## config.mk

```make
export PLATFORM = sky130hd
export DESIGN_NAME = adc_seq_ctrl
export DESIGN_NICKNAME = d
export VERILOG_FILES = /design/src/rtl/adc_seq_pkg.sv /design/src/rtl/adc_seq_regs.sv /design/src/rtl/adc_seq_conv.sv /design/src/rtl/adc_seq_trim.sv /design/src/rtl/adc_seq_ctrl.sv
export SDC_FILE = /design/constraint.sdc
export NUM_CORES = 1
export LEC_CHECK = 0
export ABC_AREA = 1
export BUFFER_PORTS_ARGS = -buffer_cell sky130_fd_sc_hd__clkbuf_2
export CAP_MARGIN = 20
export CELL_PAD_IN_SITES_DETAIL_PLACEMENT = 1
export CELL_PAD_IN_SITES_GLOBAL_PLACEMENT = 1
export CORE_ASPECT_RATIO = 0.9
export CORE_MARGIN = 4
export CORE_UTILIZATION = 34
export DETAILED_ROUTE_END_ITERATION = 10
export PLACE_DENSITY_LB_ADDON = 0.1
export SYNTH_ARGS = -nofsm -noshare
export SYNTH_HDL_FRONTEND = slang
export SYNTH_SLANG_ARGS = --single-unit
```

## constraint.sdc

```tcl
create_clock -name clk -period 1.2 [get_ports clk]
set_input_delay 0.3 -clock clk [delete_from_list [all_inputs] [get_ports clk]]
set_output_delay 0.3 -clock clk [all_outputs]
set_load 0.005 [all_outputs]
```

## src/rtl/adc_seq_pkg.sv

```systemverilog
package adc_seq_pkg;
  localparam int ADDR_W = 4;
  localparam int DATA_W = 16;

  localparam logic [ADDR_W-1:0] OFS_CTRL  = 4'h0;
  localparam logic [ADDR_W-1:0] OFS_CTRL2 = 4'h2;
  localparam logic [ADDR_W-1:0] OFS_OFFP  = 4'h4;
  localparam logic [ADDR_W-1:0] OFS_OFFN  = 4'h6;
  localparam logic [ADDR_W-1:0] OFS_CLR   = 4'h8;

  typedef struct packed {
    logic const_load;
    logic dyn_load;
    logic attn3x;
    logic delay_en;
  } analog_cfg_t;
endpackage

```

## src/rtl/adc_seq_regs.sv

```systemverilog
module adc_seq_regs
  import adc_seq_pkg::*;
#(
  parameter int TRIM_W = 10,
  parameter logic [TRIM_W-1:0] TRIM_RST = 10'h200
) (
  input  logic              clk,
  input  logic              rst_n,
  input  logic [DATA_W-1:0] wdata,
  input  logic              wr_ctrl,
  input  logic              wr_ctrl2,
  input  logic              wr_offp,
  input  logic              wr_offn,
  output logic              en,
  output logic              clk_sel,
  output analog_cfg_t       cfg,
  output logic [TRIM_W-1:0] offp,
  output logic [TRIM_W-1:0] offn,
  output logic              dly_changed
);
  logic              en_d, clk_sel_d;
  analog_cfg_t       cfg_d;
  logic [TRIM_W-1:0] offp_d, offn_d;

  always_comb begin
    en_d      = en;
    clk_sel_d = clk_sel;
    cfg_d     = cfg;
    offp_d    = offp;
    offn_d    = offn;
    if (wr_ctrl) begin
      en_d      = wdata[0];
      clk_sel_d = wdata[3];
    end
    if (wr_ctrl2) cfg_d = analog_cfg_t'(wdata[3:0]);
    if (wr_offp)  offp_d = wdata[TRIM_W-1:0];
    if (wr_offn)  offn_d = wdata[TRIM_W-1:0];
  end

  assign dly_changed = wr_ctrl2 && (wdata[0] != cfg.delay_en);

  always_ff @(posedge clk or negedge rst_n) begin
    if (!rst_n) begin
      en      <= 1'b0;
      clk_sel <= 1'b0;
      cfg     <= '0;
      offp    <= TRIM_RST;
      offn    <= TRIM_RST;
    end else begin
      en      <= en_d;
      clk_sel <= clk_sel_d;
      cfg     <= cfg_d;
      offp    <= offp_d;
      offn    <= offn_d;
    end
  end

  AST_OFFP_STABLE: assert property (@(posedge clk) disable iff (!rst_n)
    !wr_offp |=> $stable(offp));
endmodule

```

## src/rtl/adc_seq_conv.sv

```systemverilog
module adc_seq_conv (
  input  logic clk,
  input  logic rst_n,
  input  logic en,
  input  logic wr_ctrl,
  input  logic wr_en_bit,
  input  logic wr_start_bit,
  input  logic wr_clr,
  input  logic done,
  input  logic dly_changed,
  output logic start,
  output logic irq,
  output logic armed
);
  logic start_d, irq_d, armed_d, en_new, finish, accept;

  always_comb begin
    en_new  = wr_ctrl ? wr_en_bit : en;
    finish  = start && done;
    accept  = wr_ctrl && wr_start_bit && en_new && !start && armed;
    start_d = start;
    armed_d = armed;
    if (!en_new)     start_d = 1'b0;
    else if (finish) start_d = 1'b0;
    else if (accept) start_d = 1'b1;
    if (accept && en_new) armed_d = 1'b0;
    else if (dly_changed) armed_d = 1'b1;
    if (finish)      irq_d = 1'b1;
    else if (wr_clr) irq_d = 1'b0;
    else             irq_d = irq;
  end

  always_ff @(posedge clk or negedge rst_n) begin
    if (!rst_n) begin
      start <= 1'b0;
      irq   <= 1'b0;
      armed <= 1'b1;
    end else begin
      start <= start_d;
      irq   <= irq_d;
      armed <= armed_d;
    end
  end

  AST_START_NEEDS_EN: assert property (@(posedge clk) disable iff (!rst_n)
    start |-> en);
  AST_DONE_FINISHES: assert property (@(posedge clk) disable iff (!rst_n)
    (start && done) |=> (irq && !start));
  AST_IRQ_STICKY: assert property (@(posedge clk) disable iff (!rst_n)
    (irq && !wr_clr) |=> irq);
  AST_DONE_WINS: assert property (@(posedge clk) disable iff (!rst_n)
    (start && done && wr_clr) |=> irq);
  AST_START_ARMED: assert property (@(posedge clk) disable iff (!rst_n)
    $rose(start) |-> $past(armed));
  AST_IDLE_DONE: assert property (@(posedge clk) disable iff (!rst_n)
    (!start && done && !wr_clr) |=> ($stable(irq)));
endmodule

```

## src/rtl/adc_seq_trim.sv

```systemverilog
module adc_seq_trim #(
  parameter int TRIM_W = 10
) (
  input  logic              se_mode,
  input  logic              sign_sel,
  input  logic [TRIM_W-1:0] offp,
  input  logic [TRIM_W-1:0] offn,
  output logic [TRIM_W-1:0] trim_pos,
  output logic [TRIM_W-1:0] trim_neg
);
  logic use_p, use_n;

  always_comb begin
    use_p    = !se_mode || !sign_sel;
    use_n    = !se_mode ||  sign_sel;
    trim_pos = use_p ? offp : '0;
    trim_neg = use_n ? offn : '0;
  end

  always_comb begin
    assert (se_mode ? (trim_pos == '0 || trim_neg == '0 || offp == '0 || offn == '0) : 1'b1)
      else $error("AST_SE_ONE_ARRAY");
  end
endmodule

```

## src/rtl/adc_seq_ctrl.sv

```systemverilog
module adc_seq_ctrl
  import adc_seq_pkg::*;
#(
  parameter int TRIM_W = 10,
  parameter logic [TRIM_W-1:0] TRIM_RST = 10'h200
) (
  input  logic              clk,
  input  logic              rst_n,
  input  logic [ADDR_W-1:0] bus_addr,
  input  logic [DATA_W-1:0] bus_wdata,
  input  logic              bus_we,
  output logic [DATA_W-1:0] bus_rdata,
  input  logic              se_mode,
  input  logic              sign_sel,
  input  logic              conv_done,
  output logic              core_en,
  output logic              core_start,
  output logic              core_clk_sel,
  output logic              core_attn3x,
  output logic              core_dyn_load,
  output logic              core_const_load,
  output logic              core_delay_en,
  output logic [TRIM_W-1:0] trim_pos,
  output logic [TRIM_W-1:0] trim_neg,
  output logic              irq
);
  localparam int PAD_W = DATA_W - TRIM_W;

  logic wr_ctrl, wr_ctrl2, wr_offp, wr_offn, wr_clr;
  logic en, clk_sel, dly_changed, start, irq_q, armed;
  analog_cfg_t cfg;
  logic [TRIM_W-1:0] offp, offn;

  assign wr_ctrl  = bus_we && (bus_addr == OFS_CTRL);
  assign wr_ctrl2 = bus_we && (bus_addr == OFS_CTRL2);
  assign wr_offp  = bus_we && (bus_addr == OFS_OFFP);
  assign wr_offn  = bus_we && (bus_addr == OFS_OFFN);
  assign wr_clr   = bus_we && (bus_addr == OFS_CLR);

  adc_seq_regs #(.TRIM_W(TRIM_W), .TRIM_RST(TRIM_RST)) u_regs (
    .clk(clk), .rst_n(rst_n), .wdata(bus_wdata),
    .wr_ctrl(wr_ctrl), .wr_ctrl2(wr_ctrl2), .wr_offp(wr_offp), .wr_offn(wr_offn),
    .en(en), .clk_sel(clk_sel), .cfg(cfg), .offp(offp), .offn(offn),
    .dly_changed(dly_changed)
  );

  adc_seq_conv u_conv (
    .clk(clk), .rst_n(rst_n), .en(en), .wr_ctrl(wr_ctrl),
    .wr_en_bit(bus_wdata[0]), .wr_start_bit(bus_wdata[1]),
    .wr_clr(wr_clr), .done(conv_done), .dly_changed(dly_changed),
    .start(start), .irq(irq_q), .armed(armed)
  );

  adc_seq_trim #(.TRIM_W(TRIM_W)) u_trim (
    .se_mode(se_mode), .sign_sel(sign_sel), .offp(offp), .offn(offn),
    .trim_pos(trim_pos), .trim_neg(trim_neg)
  );

  always_comb begin
    case (bus_addr)
      OFS_CTRL:  bus_rdata = {11'b0, irq_q, clk_sel, 1'b0, start, en};
      OFS_CTRL2: bus_rdata = {12'b0, cfg};
      OFS_OFFP:  bus_rdata = {{PAD_W{1'b0}}, offp};
      OFS_OFFN:  bus_rdata = {{PAD_W{1'b0}}, offn};
      default:   bus_rdata = '0;
    endcase
  end

  assign core_en         = en;
  assign core_start      = start;
  assign core_clk_sel    = clk_sel;
  assign core_attn3x     = cfg.attn3x;
  assign core_dyn_load   = cfg.dyn_load;
  assign core_const_load = cfg.const_load;
  assign core_delay_en   = cfg.delay_en;
  assign irq             = irq_q;

  AST_CLR_READS_ZERO: assert property (@(posedge clk) disable iff (!rst_n)
    (bus_addr == OFS_CLR) |-> (bus_rdata == '0));
  AST_NO_START_DISABLED: assert property (@(posedge clk) disable iff (!rst_n)
    (wr_ctrl && !bus_wdata[0]) |=> !core_start);
endmodule

```

## After elaboration in Yosys (flattened, before gate mapping)

Cells that the tools add are included.

| storage, ports and cells | value |
|---|---|
| register bits | 29 |
| latch bits | 0 |
| bits in writable memories | 0 |
| bits in read-only memories | 0 |
| bits of input ports | 26 |
| output and inout port bits | 44 |
| word-level logic and storage cells | 48 |
| memories | 0 |

| cells by class | value |
|---|---|
| add/sub/neg operators | 0 |
| multipliers | 0 |
| div/mod/pow operators | 0 |
| order comparisons | 0 |
| eq/ne operators | 6 |
| shift-type cells | 0 |
| muxes and demuxes | 11 |
| bitwise logic cells | 0 |
| reduce and logical (&&, ||, !) cells | 20 |

Operators with widths:

| operator | number |
|---|---|
| $pmux W10 S4 | 1 |
| $mux W10 | 2 |
| $logic_and A1 B1 Y1 | 12 |
| $eq A4 B3 Y1 const B | 2 |
| $mux W1 | 8 |
| $eq A4 B2 Y1 const B | 1 |
| $eq A4 B4 Y1 const B | 1 |
| $logic_not A4 Y1 | 1 |
| $reduce_bool A2 Y1 | 2 |
| $logic_not A1 Y1 | 3 |
| $ne A3 B1 Y1 const B | 1 |
| $logic_or A1 B1 Y1 | 2 |
| $ne A1 B1 Y1 | 1 |

## Logic depth before layout (Yosys ltp)

| depth | value |
|---|---|
| depth after elaboration | 9 |
| depth in mapped cells | 8 |
| depth with buffers taken out | 8 |

## By module

From an unflattened synthesis, not the netlist that was laid out.

| second synthesis, totals | value |
|---|---|
| cell total of the unflattened synthesis | 251 |
| area total of the unflattened synthesis | 1883.1 µm² |

Modules (own cells, without submodules):

| module | instances | cells each | area each (µm²) | sequential area each (µm²) |
|---|---|---|---|---|
| adc_seq_regs | 1 | 113 | 1121.1 | 653.1 |
| adc_seq_ctrl | 1 | 77 | 400.4 | 0.0 |
| adc_seq_trim | 1 | 44 | 222.7 | 0.0 |
| adc_seq_conv | 1 | 17 | 138.9 | 76.3 |

## Worst setup path after synthesis

OpenSTA, ideal clock, no wires.

| path | value |
|---|---|
| path kind | input-to-output |
| start | input port bus_addr[3] |
| end | output port bus_rdata[4] |
| arrival time | 0.781 ns |
| data required time | 0.900 ns |
| path slack | 0.119 ns |
| stages on the path | 5 |
| buffers on the path | 0 |
| cell sequence | nor2_2 > nand2_1 > inv_1 > nand2_1 > o211ai_1 |

| between the ends | value |
|---|---|
| cells in the longest elaborated chain, start to end | 2 |
| elaborated cells between the ends (all ways) | 5 |
| those cells by class | 3 x eq/ne; 1 x mux; 1 x reduce/logical |

Ends and longest elaborated chain:

| element | RTL line | RTL |
|---|---|---|
| from (decl) | adc_seq_ctrl.sv:9 | `input logic [ADDR_W-1:0] bus_addr,` |
| $eq A4 B3 Y1, or another cell as far along | adc_seq_ctrl.sv:60 | `case (bus_addr)` |
| $pmux W10 S4 * | adc_seq_ctrl.sv:60 |  |
| to (decl) | adc_seq_ctrl.sv:12 | `output logic [DATA_W-1:0] bus_rdata,` |

Every way passes the cells marked *; elsewhere a longest branch is shown, timed or not.

## Worst setup path in the final report

| path | value |
|---|---|
| start | register u_regs.offp[9] |
| end | output port bus_rdata[9] |

| between the ends | value |
|---|---|
| cells in the longest elaborated chain, start to end | 1 |

Ends and longest elaborated chain:

| element | RTL line | RTL |
|---|---|---|
| from (decl) | adc_seq_regs.sv:17 | `output logic [TRIM_W-1:0] offp,` |
| from (signal assigned) | adc_seq_regs.sv:53 | `offp <= offp_d;` |
| $pmux W10 S4 | adc_seq_ctrl.sv:60 |  |

Every way passes these cells.

==> run summary <==
The flow ran to the end, but the final reports show violations. The checks that failed: setup timing. The tools report the post-placement cell count as 338.

Setup repair after global routing could not meet its margin everywhere. For the max-cap check violation count, the log shows 0. The count of buffers added on input and output ports is 57. The post-synthesis area per instance works out to 8.13 µm².

The clock drives 29 sinks. Clock-pin slew was measured on the worst setup and hold paths at 0.07 ns. Across all register-to-register paths, the minimum setup slack is 0.27 ns. Together, buffers and inverters on the worst path number 2.

STA puts the critical path data required time at 0.90 ns. The standby leakage power was 1.30 nW; the floorplan core area was 4860 µm². The number of vias per cell after detailed routing is 4.44, and the number of antenna violations at the first check in global routing is 0.

For the starting density of the core, the log shows 0.353. Measured along the y axis, the die boundary spans 75.4 µm. Hold timing on the final database bottoms out at a slack of 0.258 ns. TritonCTS built the clock tree. The worst setup path is launched from a flop.

For the share of the core filled with cells in the final layout, the log shows 0.501. Aggregate routed wire length: 4.90 mm. In this run the number of H-tree levels came out at 2.

The number of synthesis warnings was 0; the data arrival time of the critical path was 1.13 ns. The logs give 363 for the non-filler instance count after layout and 0.165 for the total global-route track usage. Across the routed clock network, the largest skew measured is 0.00344 ns. The longest clock path from root to sink contains 2 buffers. The worst-path cell with the longest stage delay was sky130_fd_sc_hd__dfstp_2. The finished cells cover 2430 µm². The logs give 0.425 for the share of the yosys chip area belonging to registers and -1.93 ns for the final-layout setup total negative slack. Summing all placed instances gives a cell area of 2100 µm².

The floorplan step defined a die boundary enclosing 6250 µm². The routability congestion estimate was 0.732. The setup slack after layout is -0.226 ns. Counting flops and latches in the post-synthesis netlist gives 29.

The run gives 30 as the pin count of the biggest net entering global routing. In the routed design, unresolved DRC markers number 0. The first global-routing pass estimated 8.07 mm of wire. The critical path is of the reg2out type. The number of global-route vias before repair came out at 1659. The mapped netlist covers 1720 µm². Share of the clock period used by the worst path: 1.19.

Detailed placement ended at an HPWL of 3.50 mm. The cell type group with the largest total delay on the critical path was flip-flops. The tools report the number of nets with antenna violations after routing as 0. From left edge to right edge, the die measures 82.9 µm. The tools report the number of failing hold endpoints at the final stage as 0.

The post-layout minimum cycle time works out to 1.43 ns. The number of vias in the routed layout is 1611. The top-level I/O count was 70; the detail-routed net length per standard cell was 13.5 µm.

The achievable clock frequency came out at 0.701 GHz. The number of diodes came out at 0. In this run the worst hold path is classified as in2reg. The number of max-slew violations in the final report was 0; the clock latency of the later-clocked register in the worst-skew pair was 0.28 ns. The power density relative to cell area is 1290 nW/µm², and the layout net count is 323. The cell count after synthesis came out at 211. The largest fanout of any net on the critical path is 2, and the total clock buffers created by CTS is 5. The run gives 24 as the number of core rows. Walking the worst path, the cells encountered are inv_2, o22ai_2, buf_2. After synthesis, the netlist uses 24 different library cells.

For the count of endpoints failing setup in the final report, the log shows 17. IR analysis of the VDD net gives a maximum drop of 0.510 mV. Summed over all layers, the global routing overflow is 0. The iteration count of the initial detailed-routing pass is 4. From synthesis to final layout, the design area changed by 41.9%. The root cell of the clock tree is sky130_fd_sc_hd__clkbuf_8. STA classifies the critical path endpoint as an output port. On the worst path, the slowest cell contributes a delay of 0.54 ns. The DRC marker count from the first detailed-route iteration is 47, and the layout cell share with drive strength beyond 1 is 0.557.
[synth_stat cells (all sizes together)]
cell type	instances	area, µm²
nand2	54	250
o211ai	2	15.0
inv	42	165
dfrtp	26	651
xor2	1	8.76
buf	10	90.1
conb	1	3.75
nor2	31	149
o21a	5	37.5
dfstp	3	78.8
nand3	2	10.0
o22ai	5	31.3
clkinv	1	3.75
o21ai	23	190
nand4	5	31.3
[placed cells by master, fill, tap and decap left out]
| cell type | netlist | final |
|---|---|---|
| sky130_fd_sc_hd__dfrtp_1 | 26 | 26 |
| sky130_fd_sc_hd__o211ai_1 | 2 | 2 |
| sky130_fd_sc_hd__nor2_4 | 4 | 7 |
| sky130_fd_sc_hd__o21ai_2 | 20 | 20 |
| sky130_fd_sc_hd__o22ai_1 | 5 | 4 |
| sky130_fd_sc_hd__nand2_8 | 0 | 1 |
| sky130_fd_sc_hd__nor2_2 | 1 | 12 |
| sky130_fd_sc_hd__buf_12 | 0 | 1 |
| sky130_fd_sc_hd__o21a_1 | 5 | 5 |
| sky130_fd_sc_hd__o21ai_0 | 3 | 3 |
| sky130_fd_sc_hd__conb_1 | 1 | 6 |
| sky130_fd_sc_hd__nand3_1 | 2 | 2 |
| sky130_fd_sc_hd__dlygate4sd3_1 | 0 | 1 |
| sky130_fd_sc_hd__buf_6 | 4 | 3 |
| sky130_fd_sc_hd__inv_1 | 37 | 22 |
| sky130_fd_sc_hd__buf_8 | 0 | 3 |
| sky130_fd_sc_hd__o22ai_2 | 0 | 1 |
| sky130_fd_sc_hd__nand4_1 | 5 | 5 |
| sky130_fd_sc_hd__clkbuf_1 | 0 | 3 |
| sky130_fd_sc_hd__clkbuf_8 | 0 | 5 |
| sky130_fd_sc_hd__buf_4 | 6 | 24 |
| sky130_fd_sc_hd__clkinv_4 | 0 | 1 |
| sky130_fd_sc_hd__inv_4 | 1 | 2 |
| sky130_fd_sc_hd__nand2_1 | 43 | 40 |
| sky130_fd_sc_hd__nand2_4 | 4 | 3 |
| sky130_fd_sc_hd__clkbuf_2 | 0 | 36 |
| sky130_fd_sc_hd__buf_2 | 0 | 16 |
| sky130_fd_sc_hd__nand2_2 | 7 | 10 |
| sky130_fd_sc_hd__dfstp_2 | 3 | 3 |
| sky130_fd_sc_hd__inv_6 | 1 | 1 |
| sky130_fd_sc_hd__xor2_1 | 1 | 1 |
| sky130_fd_sc_hd__inv_2 | 3 | 17 |
| sky130_fd_sc_hd__nor2_1 | 26 | 12 |
[registers in the layout, indices dropped and copies added (netlist names)]
name,flops
u_conv.armed,1
u_conv.start,1
u_regs.clk_sel,1
u_conv.irq,1
u_regs.cfg,4
u_regs.offp,10
u_regs.offn,10
u_regs.en,1
[worst register-to-register path, cell delays in order (launching register included)]
cell and delay, ns:
sky130_fd_sc_hd__dfrtp_1 0.43, sky130_fd_sc_hd__nor2_1 0.12, sky130_fd_sc_hd__nand2_1 0.06, sky130_fd_sc_hd__nor2_2 0.12
sky130_fd_sc_hd__inv_1 0.05, sky130_fd_sc_hd__nand2_1 0.05, sky130_fd_sc_hd__inv_1 0.04
[what timing repair did]
item / in CTS / in global routing
hold buffers: 1 / 0
endpoints found under the setup margin: 30 / 32
gates resized for setup: 21 / 53
cloned: 1 / 0
hold endpoints to repair: 26 / 0
buffers inserted: 11 / 4
pin swaps: 24 / 12
[metrics by stage]
stage	setup WS (ns)	total power [mW]
after floorplan	0.119	1.82
after detailed placement	-0.244	2.19
final	-0.226	3.14
after global placement	-0.234	2.16
after global routing	-0.282	3.36
after CTS	-0.230	3.12
[cells by family (layout without fill, tap and decap cells)]
logic type | count (synthesis) | count (layout) | synth area share
xor gates and xnor gates | 1 | 1 | 0.00511
AOI/OAI and AO/OA | 35 | 35 | 0.160
and+or+nand+nor | 92 | 92 | 0.257
buffers and inverters | 53 | 135 | 0.151
other | 1 | 6 | 0.00219
DFF | 29 | 29 | 0.425
[report_power, final]
| part | switching (mW) | leakage, nW | internal, mW |
|---|---|---|---|
| clock | 0.376 | 0.0395 | 0.411 |
| combinational | 0.497 | 0.904 | 0.501 |
| sequential | 0.158 | 0.356 | 1.19 |
[worst paths after layout]
path | start | to | cells past startpoint
max in group asynchronous | rst_n | u_regs.offn[9]$_DFFE_PN1P_ | 3
max | u_regs.offp[9]$_DFFE_PN1P_ | bus_rdata[9] | 3
min reg2reg | u_regs.offn[9]$_DFFE_PN1P_ | u_regs.offn[9]$_DFFE_PN1P_ | 2
min in group asynchronous | rst_n | u_conv.irq$_DFFE_PN0P_ | 3
max reg2reg | u_conv.start$_DFFE_PN0P_ | u_conv.armed$_DFFE_PN1P_ | 6
min | conv_done | u_conv.irq$_DFFE_PN0P_ | 3
[cell type report]
class / count / area (µm²)
Timing Repair Buffer: 84 / 549
Fill cell: 646 / 2430
Clock buffer: 8 / 80.1
Inverter: 43 / 176
Sequential cell: 29 / 729
Multi-Input combinational cell: 134 / 818
Tap cell: 65 / 81.3
[per-layer routing]
layer  wire (µm)  vias up  GRT usage
met4          65        0     0.0563
met5           0        -          0
met3         262        7     0.0465
li1            -      809          -
met2        2300       43      0.286
met1        2280      752      0.203
(Power assumes the default switching activity.)
